**src/rtl/xclk_readout_pkg.sv**
```systemverilog
package xclk_readout_pkg;
  typedef struct packed {
    logic dclk;
    logic sel_n;
    logic rdc;
    logic busy;
    logic tag;
  } pins_t;

  localparam pins_t PINS_IDLE = '{dclk: 1'b0, sel_n: 1'b1, rdc: 1'b1,
                                  busy: 1'b1, tag: 1'b0};
endpackage

```
**src/rtl/xclk_readout_sync.sv**
```systemverilog
module xclk_readout_sync #(
  parameter int N = 5,
  parameter logic [N-1:0] RST = '0
) (
  input  logic         clk,
  input  logic         rst_n,
  input  logic [N-1:0] async_in,
  output logic [N-1:0] sync_q
);
  logic [N-1:0] stage1;

  for (genvar b = 0; b < N; b++) begin : g_bit
    always_ff @(posedge clk or negedge rst_n) begin
      if (!rst_n) begin
        stage1[b] <= RST[b];
        sync_q[b] <= RST[b];
      end else begin
        stage1[b] <= async_in[b];
        sync_q[b] <= stage1[b];
      end
    end
  end
endmodule

```
**src/rtl/xclk_readout_seq.sv**
```systemverilog
module xclk_readout_seq
  import xclk_readout_pkg::*;
#(
  parameter int W = 16
) (
  input  logic  clk,
  input  logic  rst_n,
  input  logic  ext_mode,
  input  pins_t cur,
  output logic  load,
  output logic  shift,
  output logic  sync_ph,
  output logic  data_ph,
  output logic  tag_ph,
  output logic  tag_q
);
  localparam int CW = $clog2(W + 3);
  localparam logic [CW-1:0] ZERO   = '0;
  localparam logic [CW-1:0] ONE    = CW'(1);
  localparam logic [CW-1:0] LAST_P = CW'(W + 1);
  localparam logic [CW-1:0] LAST_A = CW'(W + 2);

  logic [CW-1:0] cnt, last_c;
  logic armed;
  logic prev_dclk, prev_sel_n, prev_busy;
  logic dclk_rise, dclk_edge, clr, idle_cond, read_win, step, arm_evt;

  always_ff @(posedge clk or negedge rst_n) begin
    if (!rst_n) begin
      prev_dclk  <= PINS_IDLE.dclk;
      prev_sel_n <= PINS_IDLE.sel_n;
      prev_busy  <= PINS_IDLE.busy;
    end else begin
      prev_dclk  <= cur.dclk;
      prev_sel_n <= cur.sel_n;
      prev_busy  <= cur.busy;
    end
  end

  always_comb begin
    dclk_rise = cur.dclk & ~prev_dclk;
    dclk_edge = cur.dclk ^ prev_dclk;
    clr       = (cur.sel_n & ~prev_sel_n) | (~cur.busy & prev_busy);
    idle_cond = ext_mode & (cur.sel_n | ~cur.rdc);
    read_win  = ext_mode & ~cur.sel_n & cur.rdc;
    arm_evt   = dclk_edge & idle_cond;
    last_c    = armed ? LAST_A : LAST_P;
    step      = ~clr & dclk_rise & read_win & (cnt < last_c);
    load      = step & (cnt == (armed ? ONE : ZERO));
    shift     = step & ~load;
    sync_ph   = armed & (cnt == ONE);
    tag_ph    = (cnt == last_c);
    data_ph   = (cnt != ZERO) & ~sync_ph & ~tag_ph;
  end

  always_ff @(posedge clk or negedge rst_n) begin
    if (!rst_n) begin
      cnt   <= ZERO;
      armed <= 1'b0;
      tag_q <= 1'b0;
    end else if (clr) begin
      cnt   <= ZERO;
      armed <= arm_evt;
    end else begin
      if (step) cnt <= cnt + ONE;
      if (arm_evt && cnt == ZERO) armed <= 1'b1;
      if (load) tag_q <= cur.tag;
    end
  end

  assert_cnt_bound_R3: assert property (@(posedge clk) disable iff (!rst_n)
    cnt <= last_c);

  assert_step_by_one_R4: assert property (@(posedge clk) disable iff (!rst_n)
    !clr |=> (cnt == $past(cnt) || cnt == $past(cnt) + ONE));

  assert_arm_at_idle_R6: assert property (@(posedge clk) disable iff (!rst_n)
    $rose(armed) |-> cnt == ZERO);

  assert_arm_hold_R7: assert property (@(posedge clk) disable iff (!rst_n)
    (cnt != ZERO && !clr) |=> $stable(armed));

  assert_sync_single_R7: assert property (@(posedge clk) disable iff (!rst_n)
    (sync_ph && step) |=> !sync_ph);

  assert_tag_hold_R8: assert property (@(posedge clk) disable iff (!rst_n)
    (tag_ph && !clr) |=> ($stable(tag_q) && $stable(cnt)));

  assert_mode_off_R11: assert property (@(posedge clk) disable iff (!rst_n)
    (!ext_mode && !clr) |=> $stable(cnt));
endmodule

```
**src/rtl/xclk_readout_shift.sv**
```systemverilog
module xclk_readout_shift #(
  parameter int W = 16
) (
  input  logic         clk,
  input  logic         rst_n,
  input  logic         load,
  input  logic         shift,
  input  logic [W-1:0] word_in,
  output logic         msb
);
  logic [W-1:0] sh;

  always_ff @(posedge clk or negedge rst_n) begin
    if (!rst_n)     sh <= '0;
    else if (load)  sh <= word_in;
    else if (shift) sh <= {sh[W-2:0], 1'b0};
  end

  assign msb = sh[W-1];

  assert_load_capture_R5: assert property (@(posedge clk) disable iff (!rst_n)
    load |=> sh == $past(word_in));
endmodule

```
**src/rtl/xclk_readout.sv**
```systemverilog
module xclk_readout
  import xclk_readout_pkg::*;
#(
  parameter int W = 16
) (
  input  logic         clk,
  input  logic         rst_n,
  input  logic         ext_mode,
  input  logic         dclk,
  input  logic         sel_n,
  input  logic         rd_conv,
  input  logic         busy,
  input  logic         tag_in,
  input  logic [W-1:0] result_word,
  output logic         sdata,
  output logic         sync_out
);
  localparam int NP = $bits(pins_t);

  pins_t raw_p, cur_p;
  logic [NP-1:0] cur_v;
  logic load, shift, sync_ph, data_ph, tag_ph, tag_q, msb;

  assign raw_p = '{dclk: dclk, sel_n: sel_n, rdc: rd_conv, busy: busy, tag: tag_in};

  xclk_readout_sync #(.N(NP), .RST(PINS_IDLE)) u_sync (
    .clk(clk), .rst_n(rst_n), .async_in(raw_p), .sync_q(cur_v));

  assign cur_p = pins_t'(cur_v);

  xclk_readout_seq #(.W(W)) u_seq (
    .clk(clk), .rst_n(rst_n), .ext_mode(ext_mode), .cur(cur_p),
    .load(load), .shift(shift), .sync_ph(sync_ph), .data_ph(data_ph),
    .tag_ph(tag_ph), .tag_q(tag_q));

  xclk_readout_shift #(.W(W)) u_shift (
    .clk(clk), .rst_n(rst_n), .load(load), .shift(shift),
    .word_in(result_word), .msb(msb));

  assign sdata    = data_ph ? msb : (tag_ph & tag_q);
  assign sync_out = sync_ph;

  assert_sync_quiet_data_R7: assert property (@(posedge clk) disable iff (!rst_n)
    sync_out |-> !sdata);
endmodule

```
**config.mk**
```make
export PLATFORM = sky130hd
export DESIGN_NAME = xclk_readout
export DESIGN_NICKNAME = d
export VERILOG_FILES = /design/src/rtl/xclk_readout_pkg.sv /design/src/rtl/xclk_readout_sync.sv /design/src/rtl/xclk_readout_seq.sv /design/src/rtl/xclk_readout_shift.sv /design/src/rtl/xclk_readout.sv
export SDC_FILE = /design/constraint.sdc
export NUM_CORES = 1
export LEC_CHECK = 0
export BUFFER_PORTS_ARGS = -buffer_cell sky130_fd_sc_hd__buf_4
export CAP_MARGIN = 20
export CORE_MARGIN = 2
export CORE_UTILIZATION = 40
export DETAILED_ROUTE_END_ITERATION = 10
export GPL_TIMING_DRIVEN = 0
export SYNTH_ARGS = -nofsm -noshare
export SYNTH_HDL_FRONTEND = slang
export SYNTH_SLANG_ARGS = --single-unit
```
**constraint.sdc**
```tcl
create_clock -name clk -period 2.6 [get_ports clk]
set_input_delay 0 -clock clk [delete_from_list [all_inputs] [get_ports clk]]
set_output_delay 0 -clock clk [all_outputs]
set_load 0.02 [all_outputs]
```
## Yosys cells after proc, flatten, opt, wreduce, memory -nomap -nowiden

Cells that the tools add are included.

| operators by class | value |
|---|---|
| add/sub/neg operators | 1 |
| magnitude comparators | 1 |
| equality and inequality tests | 3 |
| multiplexer cells | 9 |
| bitwise operators | 28 |
| reductions and logical operators | 7 |

Operators with widths:

| cell | number |
|---|---|
| 16-bit two-way mux | 2 |
| 1-bit AND | 16 |
| 5-bit equality test | 2 |
| 5-bit two-way mux | 2 |
| 1-bit inverter | 9 |
| 2-bit nonzero test | 3 |
| 5-bit by 1-bit adder with 5-bit output (second input constant) | 1 |
| 5-bit by 1-bit equality test with 1-bit output (second input constant) | 1 |
| 5-bit zero test | 1 |
| 5-bit < comparator | 1 |
| 5-bit nonzero test | 1 |
| 1-bit two-way mux | 4 |
| 2-bit two-way mux | 1 |
| 1-bit OR | 2 |
| 2-bit AND reduction | 1 |
| 1-bit logical AND | 1 |
| 1-bit bitwise XOR | 1 |

| storage, ports and cells | value |
|---|---|
| flip-flop bits (word level) | 36 |
| logic and storage cells | 66 |

## Depth between registers and ports, before layout

Gate-level depths: netlist of run 1.

| depth | value |
|---|---|
| word-level depth | 12 |
| gate-level depth with buffers | 7 |

## Cells and area by module

From an unflattened synthesis of run 1, not the netlist that was laid out.

| unflattened totals | value |
|---|---|
| cells, all modules | 138 |
| area, all modules | 1607.8 µm² |

By module, submodules not included:

| module | times used | cells each | area an instance (µm²) | sequential area each (µm²) |
|---|---|---|---|---|
| xclk_readout_shift | 1 | 69 | 742.0 | 400.4 |
| xclk_readout_seq | 1 | 56 | 595.6 | 252.7 |
| xclk_readout_sync | 1 | 10 | 257.7 | 257.7 |
| xclk_readout | 1 | 3 | 12.5 | 0.0 |

## Worst setup path after synthesis of run 1

OpenSTA, ideal clock, no wires.

| path | value |
|---|---|
| path kind | register -> register |
| start | register u_seq.cnt[0] |
| end | register u_seq.tag_q |
| setup time | 125 ps |
| arrival | 1809 ps |
| data required time | 2475 ps |
| slack | 666 ps |
| cell stages (with the launch flop) | 8 |
| clock period less this slack | 1934 ps |
| path through | dfrtp_1 > inv_1 > ha_1 > nor2_1 > nand2_4 > buf_6 > nor4_1 > mux2_2 |

| between the ends | value |
|---|---|
| word-level cells in the longest chain between the ends | 4 |
| elaborated cells on any way between the ends | 5 |
| those cells by class | order compare (1); eq/ne (1); bitwise (2); reduce/logical (1) |

Ends and longest elaborated chain:

| what | RTL line | text |
|---|---|---|
| start: declaration | xclk_readout_seq.sv:23 | `logic [CW-1:0] cnt, last_c;` |
| start signal: assignment | xclk_readout_seq.sv:65 | `if (step) cnt <= cnt + ONE;` |
| 5-bit < comparator | xclk_readout_seq.sv:48 | `step = ~clr & dclk_rise & read_win & (cnt < last_c);` |
| 1-bit AND | xclk_readout_seq.sv:48 |  |
| 1-bit AND (*) | xclk_readout_seq.sv:49 | `load = step & (cnt == (armed ? ONE : ZERO));` |
| 2-bit AND reduction (no line) (*) | n/a |  |
| end signal: assignment | xclk_readout_seq.sv:67 | `if (load) tag_q <= cur.tag;` |
| end: declaration | xclk_readout_seq.sv:15 | `output logic tag_q` |

Mark *: on every way between the ends. The rest lies on a longest branch, timed or not.
A chain may end at the register's enable or synchronous reset.

## Worst setup path after layout of run 1

Ends and elaborated chain as after synthesis.

==> results by group, run 1 <==
Outcome
  – Status: finished clean

Setup path
  – WS Path Type: flip-flop to flip-flop
  – Max incr delay on CP: ~450 ps
  – Cell Chain, Critical Path: inv_1 > ha_1 > nor2_1 > nand2_4 > buf_6 > nor4_1 > mux2_2
  – Worst EP arrival: roughly 2300 ps
  – Crit-path slowest cell: dfrtp_1
  – Worst-path fanout max: 10
  – Setup crit end kind: flip-flop
  – Critical Path RT: around 2800 ps
  – CP startpoint kind: flip-flop

Drt
  – Vias: between 1000 and 1500
  – Wire per inst: 13.9 um
  – Post-DR vias/cell: 4.87
  – Antenna Nets Post-Route: 0
  – Detailed Routing Iterations Pass 1: 4
  – DRC viols: 0
  – Total Wirelength: around 3.0 mm
  – Starting DRT DRC Count: 52

Timing
  – Max-slew headroom: 0.695
  – RSZ-0062 raised after global routing: false
  – Fin crit share: 0.822
  – Setup slack after layout: 464 ps
  – Worst clock skew: 4.36 ps
  – Final hold viol count: 0
  – Setup_tns: 0 ps
  – Tightest Pin Transition: about 460 ps
  – Endpoints failing setup: 0
  – Max-slew violations: 0
  – Final worst path period need: about 2100 ps
  – Max Fclk: 0.468 GHz

Floorplan
  – Core box area: 4290 um^2
  – Die footprint: 4920 um^2
  – Cell Rows: 24
  – Die H: 70.1 um
  – Chip Width: 70.1 um
  – IO Pins: 26
  – Initial core utilization: 0.407

Cells and area
  – Post-route cell area: 2230 um^2
  – Final Core Density: 0.520
  – Nets: 190
  – Layout cells sized above 1: 0.509
  – Fillers: 376
  – Antenna cell count: 0
  – Synth-to-Final Area Change: 27.5%

Placed design
  – Placed cell area: 2000 um^2
  – Port Buffers: 25
  – Pre-CTS setup slack: between 400 and 500 ps
  – Detailed placement HPWL: 2.07 mm
  – GPL Wtd Cong: 0.900

Job
  – Max-cap viol count: 0

Yosys
  – Cell count after synthesis: 121
  – Avg Cell Area, Syn: 14.5 um^2
  – Seq/Total Area, Yosys: 0.521
  – Yosys warning count: 0
  – Area of the mapped netlist: 1750 um^2
  – Syn Nets: between 150 and 200
  – FF+latch count, synth: 36
  – Unique masters post-synth: 32

Clocking
  – Htree depth: 2
  – CTS buffer count: 5
  – Cts repair resizes: 0
  – Clock sinks: 36
  – CTS tree: done
  – CTS max path bufs: 2
  – Clk_lat worst skew: approximately 300 ps
  – Post-CTS Setup Bufs: 0
  – CTS Hold Bufs: 7
  – Clk root buf: clkbuf_8
  – Reg clk slew, reported paths: 70 ps

GRT
  – Tot GR Track Use: 0.146
  – Overflow after GRT: 0
  – Initial antenna violation count: 0
  – Vias in the first global route: 1125
  – First-pass GRT wire length: around 5.4 mm
  – Pin count of the biggest net entering global routing: 37

Power
  – VDD IR-drop max: approximately 320 uV
  – Sw Pwr: 339 uW
  – Power share of the clock group: 0.418
  – Switching share of power: 0.206
  – Comb power frac: 0.165
  – Sequential Power Share: 0.416
  – Pwr/cell area: 737 nW/um^2
  – Int Power: approximately 1300 uW
  – Pleak: 0.00105 uW

Min path
  – Tightest Hold Check Type: input port to flip-flop
[registers in the layout, indices dropped and copies added (netlist names)]
register          count
u_sync.sync_q         5
u_seq.prev_sel_n      1
u_seq.armed           1
u_seq.prev_busy       1
u_sync.stage1         5
u_shift.sh           16
u_seq.tag_q           1
u_seq.cnt             5
u_seq.prev_dclk       1
[critical path: cells and delay by family (launching register included)]
family	cells	cell delay [ps]
and+or+nand+nor	3	630
DFF	1	450
muxes	1	370
buffers and inverters	2	290
adders and majority gates	1	290
[per-layer routing]
layer	global-route usage	wire length, um
met5	0	0
met4	0.0769	81
met3	0.0548	134
met2	0.208	1360
met1	0.193	1390
[power groups by stage]
stage | logic [uW] | registers [uW] | clock network (uW)
final | 272 | 685 | 687
after floorplan | 204 | 680 | 0
after global routing | 299 | 696 | 737
after global placement | 258 | 692 | 0
after detailed placement | 265 | 696 | 0
after CTS | 277 | 685 | 710
[through the flow]
stage	power (uW)	hold slack, ps	instances
after CTS	1670	45.4	213
after floorplan	885	-296	121
after global placement	950	-18.7	198
final	1640	54.9	213
after detailed placement	962	-12.3	198
after global routing	1730	45.9	213
[layout make-up]
| type | count | area [um^2] | area share |
|---|---|---|---|
| clock buffer | 5 | 68.8 | 0.0308 |
| inverter | 9 | 33.8 | 0.0151 |
| clock inverter | 3 | 90.1 | 0.0404 |
| buffer | 3 | 42.5 | 0.0191 |
| timing repair buffer | 32 | 258 | 0.116 |
| tap | 52 | 65.1 | 0.0292 |
| multi-input combinational | 73 | 762 | 0.342 |
| sequential | 36 | 911 | 0.408 |
[logic make-up (layout without fill, tap and decap cells)]
family / Yosys count / after routing / synth area share
AO/OA/AOI/OAI: 9 / 9 / 0.0415
XOR/XNOR: 1 / 1 / 0.00501
adder cells (fa/ha/maj): 6 / 6 / 0.0429
buffers and inverters: 12 / 52 / 0.0436
flip-flops: 36 / 36 / 0.521
multiplexers: 34 / 34 / 0.253
AND/OR/NAND/NOR: 23 / 23 / 0.0930
[synthesized netlist by cell type, drive strengths merged]
library cell / number / share of area
o311a: 1 / 0.0057
o22a: 1 / 0.0050
nand3: 1 / 0.0029
inv: 9 / 0.019
a221oi: 1 / 0.0050
dfrtp: 28 / 0.40
and4b: 1 / 0.0079
and4: 1 / 0.0050
nor4: 2 / 0.0072
nand2b: 1 / 0.0036
dfstp: 8 / 0.12
mux2i: 3 / 0.017
and3: 1 / 0.0043
ha: 6 / 0.043
a31o: 1 / 0.0050
xnor2: 1 / 0.0050
a21o: 1 / 0.0043
mux2: 31 / 0.24
buf: 3 / 0.024
o22ai: 1 / 0.0036
nor2: 3 / 0.0079
o21a: 1 / 0.0043
o31ai: 2 / 0.0086
nand2: 9 / 0.024
nor4b: 1 / 0.014
nand4b: 1 / 0.0050
nor3: 2 / 0.012
[path summary, 6_finish.rpt]
| kind | from | end | slack (ps) | depth (start not counted) |
|---|---|---|---|---|
| max in group asynchronous | rst_n | u_sync.stage1[2] | 2060 | 2 |
| setup reg to reg | u_seq.cnt[0] | u_seq.tag_q | 460 | 7 |
| setup / recovery | u_seq.cnt[0] | u_seq.tag_q | 460 | 7 |
| hold reg to reg | u_sync.stage1[0] | u_sync.sync_q[0] | 350 | 0 |
| hold / removal | result_word[10] | u_shift.sh[10] | 50 | 3 |
| min in group asynchronous | rst_n | u_seq.armed | 200 | 2 |
[placed cells by master, fill, tap and decap left out, types with 3 or more instances in the layout]
cell	netlist	layout
mux2_2	14	14
inv_1	9	9
dfrtp_1	28	28
ha_1	6	6
buf_4	0	25
bufinv_16	0	3
dfstp_2	8	8
dlygate4sd3_1	0	7
nand2_1	8	8
mux2_4	17	17
mux2i_1	3	3
clkbuf_8	0	5
Power figures use the tool's default switching activity.
==> run 2, diff against run 1 <==
==> constraint.sdc (replaced) <==
create_clock -name clk -period 1.9 [get_ports clk]
set_input_delay 0 -clock clk [delete_from_list [all_inputs] [get_ports clk]]
set_output_delay 0 -clock clk [all_outputs]
set_load 0.02 [all_outputs]
==> results by group, run 2 (synthesis results as in run 1) <==
Drt
  – Detailed Routing Iterations Pass 1: 4 (unchanged)
  – Vias: 1157 (+11%)
  – Total Wirelength: 3.38 mm (+14%)
  – Starting DRT DRC Count: 50 (-3.8%)
  – DRC viols: 0 (unchanged)
  – Wire per inst: 14.8 um (+5.8%)
  – Post-DR vias/cell: 5.05 (+3.7%)
  – Antenna Nets Post-Route: 0 (unchanged)

Power
  – Pleak: 0.00111 uW (+5.8%)
  – Pwr/cell area: 872 nW/um^2 (+18%)
  – VDD IR-drop max: 484 uV (+52%)

Clocking
  – Htree depth: 2 (unchanged)
  – CTS buffer count: 5 (unchanged)
  – Clock sinks: 36 (unchanged)
  – CTS tree: done
  – Clk root buf: clkbuf_8
  – Clk_lat worst skew: 290 ps (about the same)
  – Reg clk slew, reported paths: 80 ps (about the same)
  – CTS max path bufs: 2 (unchanged)

Setup path
  – Crit path buffers/inverters: 8 (+6)
  – WS Path Type: flip-flop to flip-flop
  – Setup crit end kind: flip-flop
  – CP startpoint kind: flip-flop
  – Cell Chain, Critical Path: inv_1 > ha_4 > nor2_4 > buf_4 > buf_4 > buf_4 > buf_4 > buf_4 > buf_4 > buf_4 > nand3_2 > mux2i_1
  – Crit-path most repeated cell: buf_4
  – Max incr delay on CP: 370 ps (-80 ps)
  – Worst-path fanout max: 2 (-8)
  – Worst EP arrival: 2050 ps (-270 ps)
  – CP top delay family: buffers and inverters
  – Crit-path slowest cell: dfrtp_1
  – Critical Path RT: 2070 ps (-710 ps)

Min path
  – Tightest Hold Check Type: input port to flip-flop

Outcome
  – Status: finished clean

Floorplan
  – Die H: 70.1 um (unchanged)
  – Initial core utilization: 0.407 (unchanged)
  – Cell Rows: 24 (unchanged)
  – IO Pins: 26 (unchanged)
  – Core box area: 4290 um^2 (unchanged)
  – Die footprint: 4920 um^2 (unchanged)
  – Chip Width: 70.1 um (unchanged)

Cells and area
  – Antenna cell count: 0 (unchanged)
  – Commonest cells after routing, fill and taps aside: buf_4, dfrtp_1, mux2_4
  – Synth-to-Final Area Change: 36.2%
  – Commonest non-fill, non-tap cell in the layout: buf_4
  – Layout cells sized above 1: 0.599 (+0.0896)
  – Register bank with the most flops: u_shift.sh
  – Post-route cell area: 2380 um^2 (+6.8%)
  – Max reg flops: 16 (unchanged)
  – Final Core Density: 0.555 (+0.0353)
  – Nets: 206 (+8.4%)

Timing
  – Setup_tns: 0 ps (unchanged)
  – Endpoints failing setup: 0 (unchanged)
  – Fin crit share: 0.987 (+0.165)
  – Final hold viol count: 0 (unchanged)
  – Final worst path period need: 1870 ps (-262 ps)
  – Max Fclk: 0.534 GHz (+14%)
  – Max-slew violations: 0 (unchanged)
  – WHS: 64.9 ps (+9.99 ps)
  – Tightest Pin Transition: 484 ps (+25.9 ps)
  – Worst clock skew: 3.22 ps (-1.14 ps)
  – Setup slack after layout: 25.6 ps (-438 ps)
  – Max-slew headroom: 0.677 (-0.0172)

GRT
  – Pin count of the biggest net entering global routing: 37 (unchanged)
  – First-pass GRT wire length: 5.81 mm (+6.7%)
  – Initial antenna violation count: 0 (unchanged)
  – Vias in the first global route: 1216 (+8.1%)
  – Tot GR Track Use: 0.153 (+0.00714)
  – Overflow after GRT: 0 (unchanged)

Placed design
  – GPL Wtd Cong: 0.908 (+0.87%)
  – Detailed placement HPWL: 2.14 mm (+3.4%)
  – Port Buffers: 25 (unchanged)
  – Pre-CTS setup slack: -171 ps (-637 ps)
  – Placed cell area: 2000 um^2 (+0.12%)

Job
  – Max-cap viol count: 0 (unchanged)
[run 2: changes by cell type in the layout (fill, tap and decap cells not counted), sizes merged]
cell and change:
buf +16, bufinv -2, clkinvlp +1, inv +1
[run 2: metrics by stage]
stage / power, uW / cells
floorplan: 1210 / 121
global route: 2200 / 229
global placement: 1300 / 198
detailed placement: 1320 / 198
finish: 2080 / 229
CTS: 2070 / 226
[run 2: layer usage]
| layer | share of wire | global-route usage |
|---|---|---|
| met5 | 0 | 0 |
| met4 | 0.016 | 0.0705 |
| met3 | 0.034 | 0.0462 |
| met2 | 0.51 | 0.246 |
| met1 | 0.44 | 0.191 |
[run 2: area by class of cell]
type	count	area, um^2
Timing Repair Buffer	49	410
Sequential cell	36	912
Clock inverter	3	46.3
Fill cell	359	1910
Clock buffer	5	68.8
Buffer	2	31.3
Tap cell	52	65.1
Inverter	9	33.8
Multi-Input combinational cell	73	815
[run 2: worst paths after layout]
kind | slack [ps] | cells past startpoint | startpoint | to
setup reg to reg | 30 | 12 | u_seq.cnt[0] | u_shift.sh[0]
hold / removal | 60 | 3 | result_word[3] | u_shift.sh[3]
hold reg to reg | 350 | 0 | u_sync.stage1[0] | u_sync.sync_q[0]
setup / recovery | 30 | 12 | u_seq.cnt[0] | u_shift.sh[0]
min in group asynchronous | 210 | 2 | rst_n | u_seq.armed
max in group asynchronous | 1340 | 2 | rst_n | u_sync.stage1[2]
[run 2: where the power goes]
group | total, uW | internal, uW | leakage, uW | switching [uW]
clock network | 693 | 395 | 0.0000548 | 298
logic | 444 | 297 | 0.000612 | 147
registers | 939 | 880 | 0.000443 | 59.8
total | 2080 | 1570 | 0.00111 | 505
[run 2: worst register-to-register path: stages, from the launching register on]
cell and delay (ps):
dfrtp_1 370, inv_1 90, ha_4 280, nor2_4 40
buf_4 130, buf_4 120, buf_4 120, buf_4 120
buf_4 120, buf_4 120, buf_4 120, nand3_2 60
mux2i_1 70
[run 2: what timing repair did]
item / 4_1_cts / 5_1_grt
hold endpoints to repair: 34 / 0
setup buffers: 14 / 3
hold buffers: 7 / 0
endpoints found under the setup margin: 10 / 19
resized for setup: 2 / 7
cloned: 0 / 0
pin swaps: 1 / 2
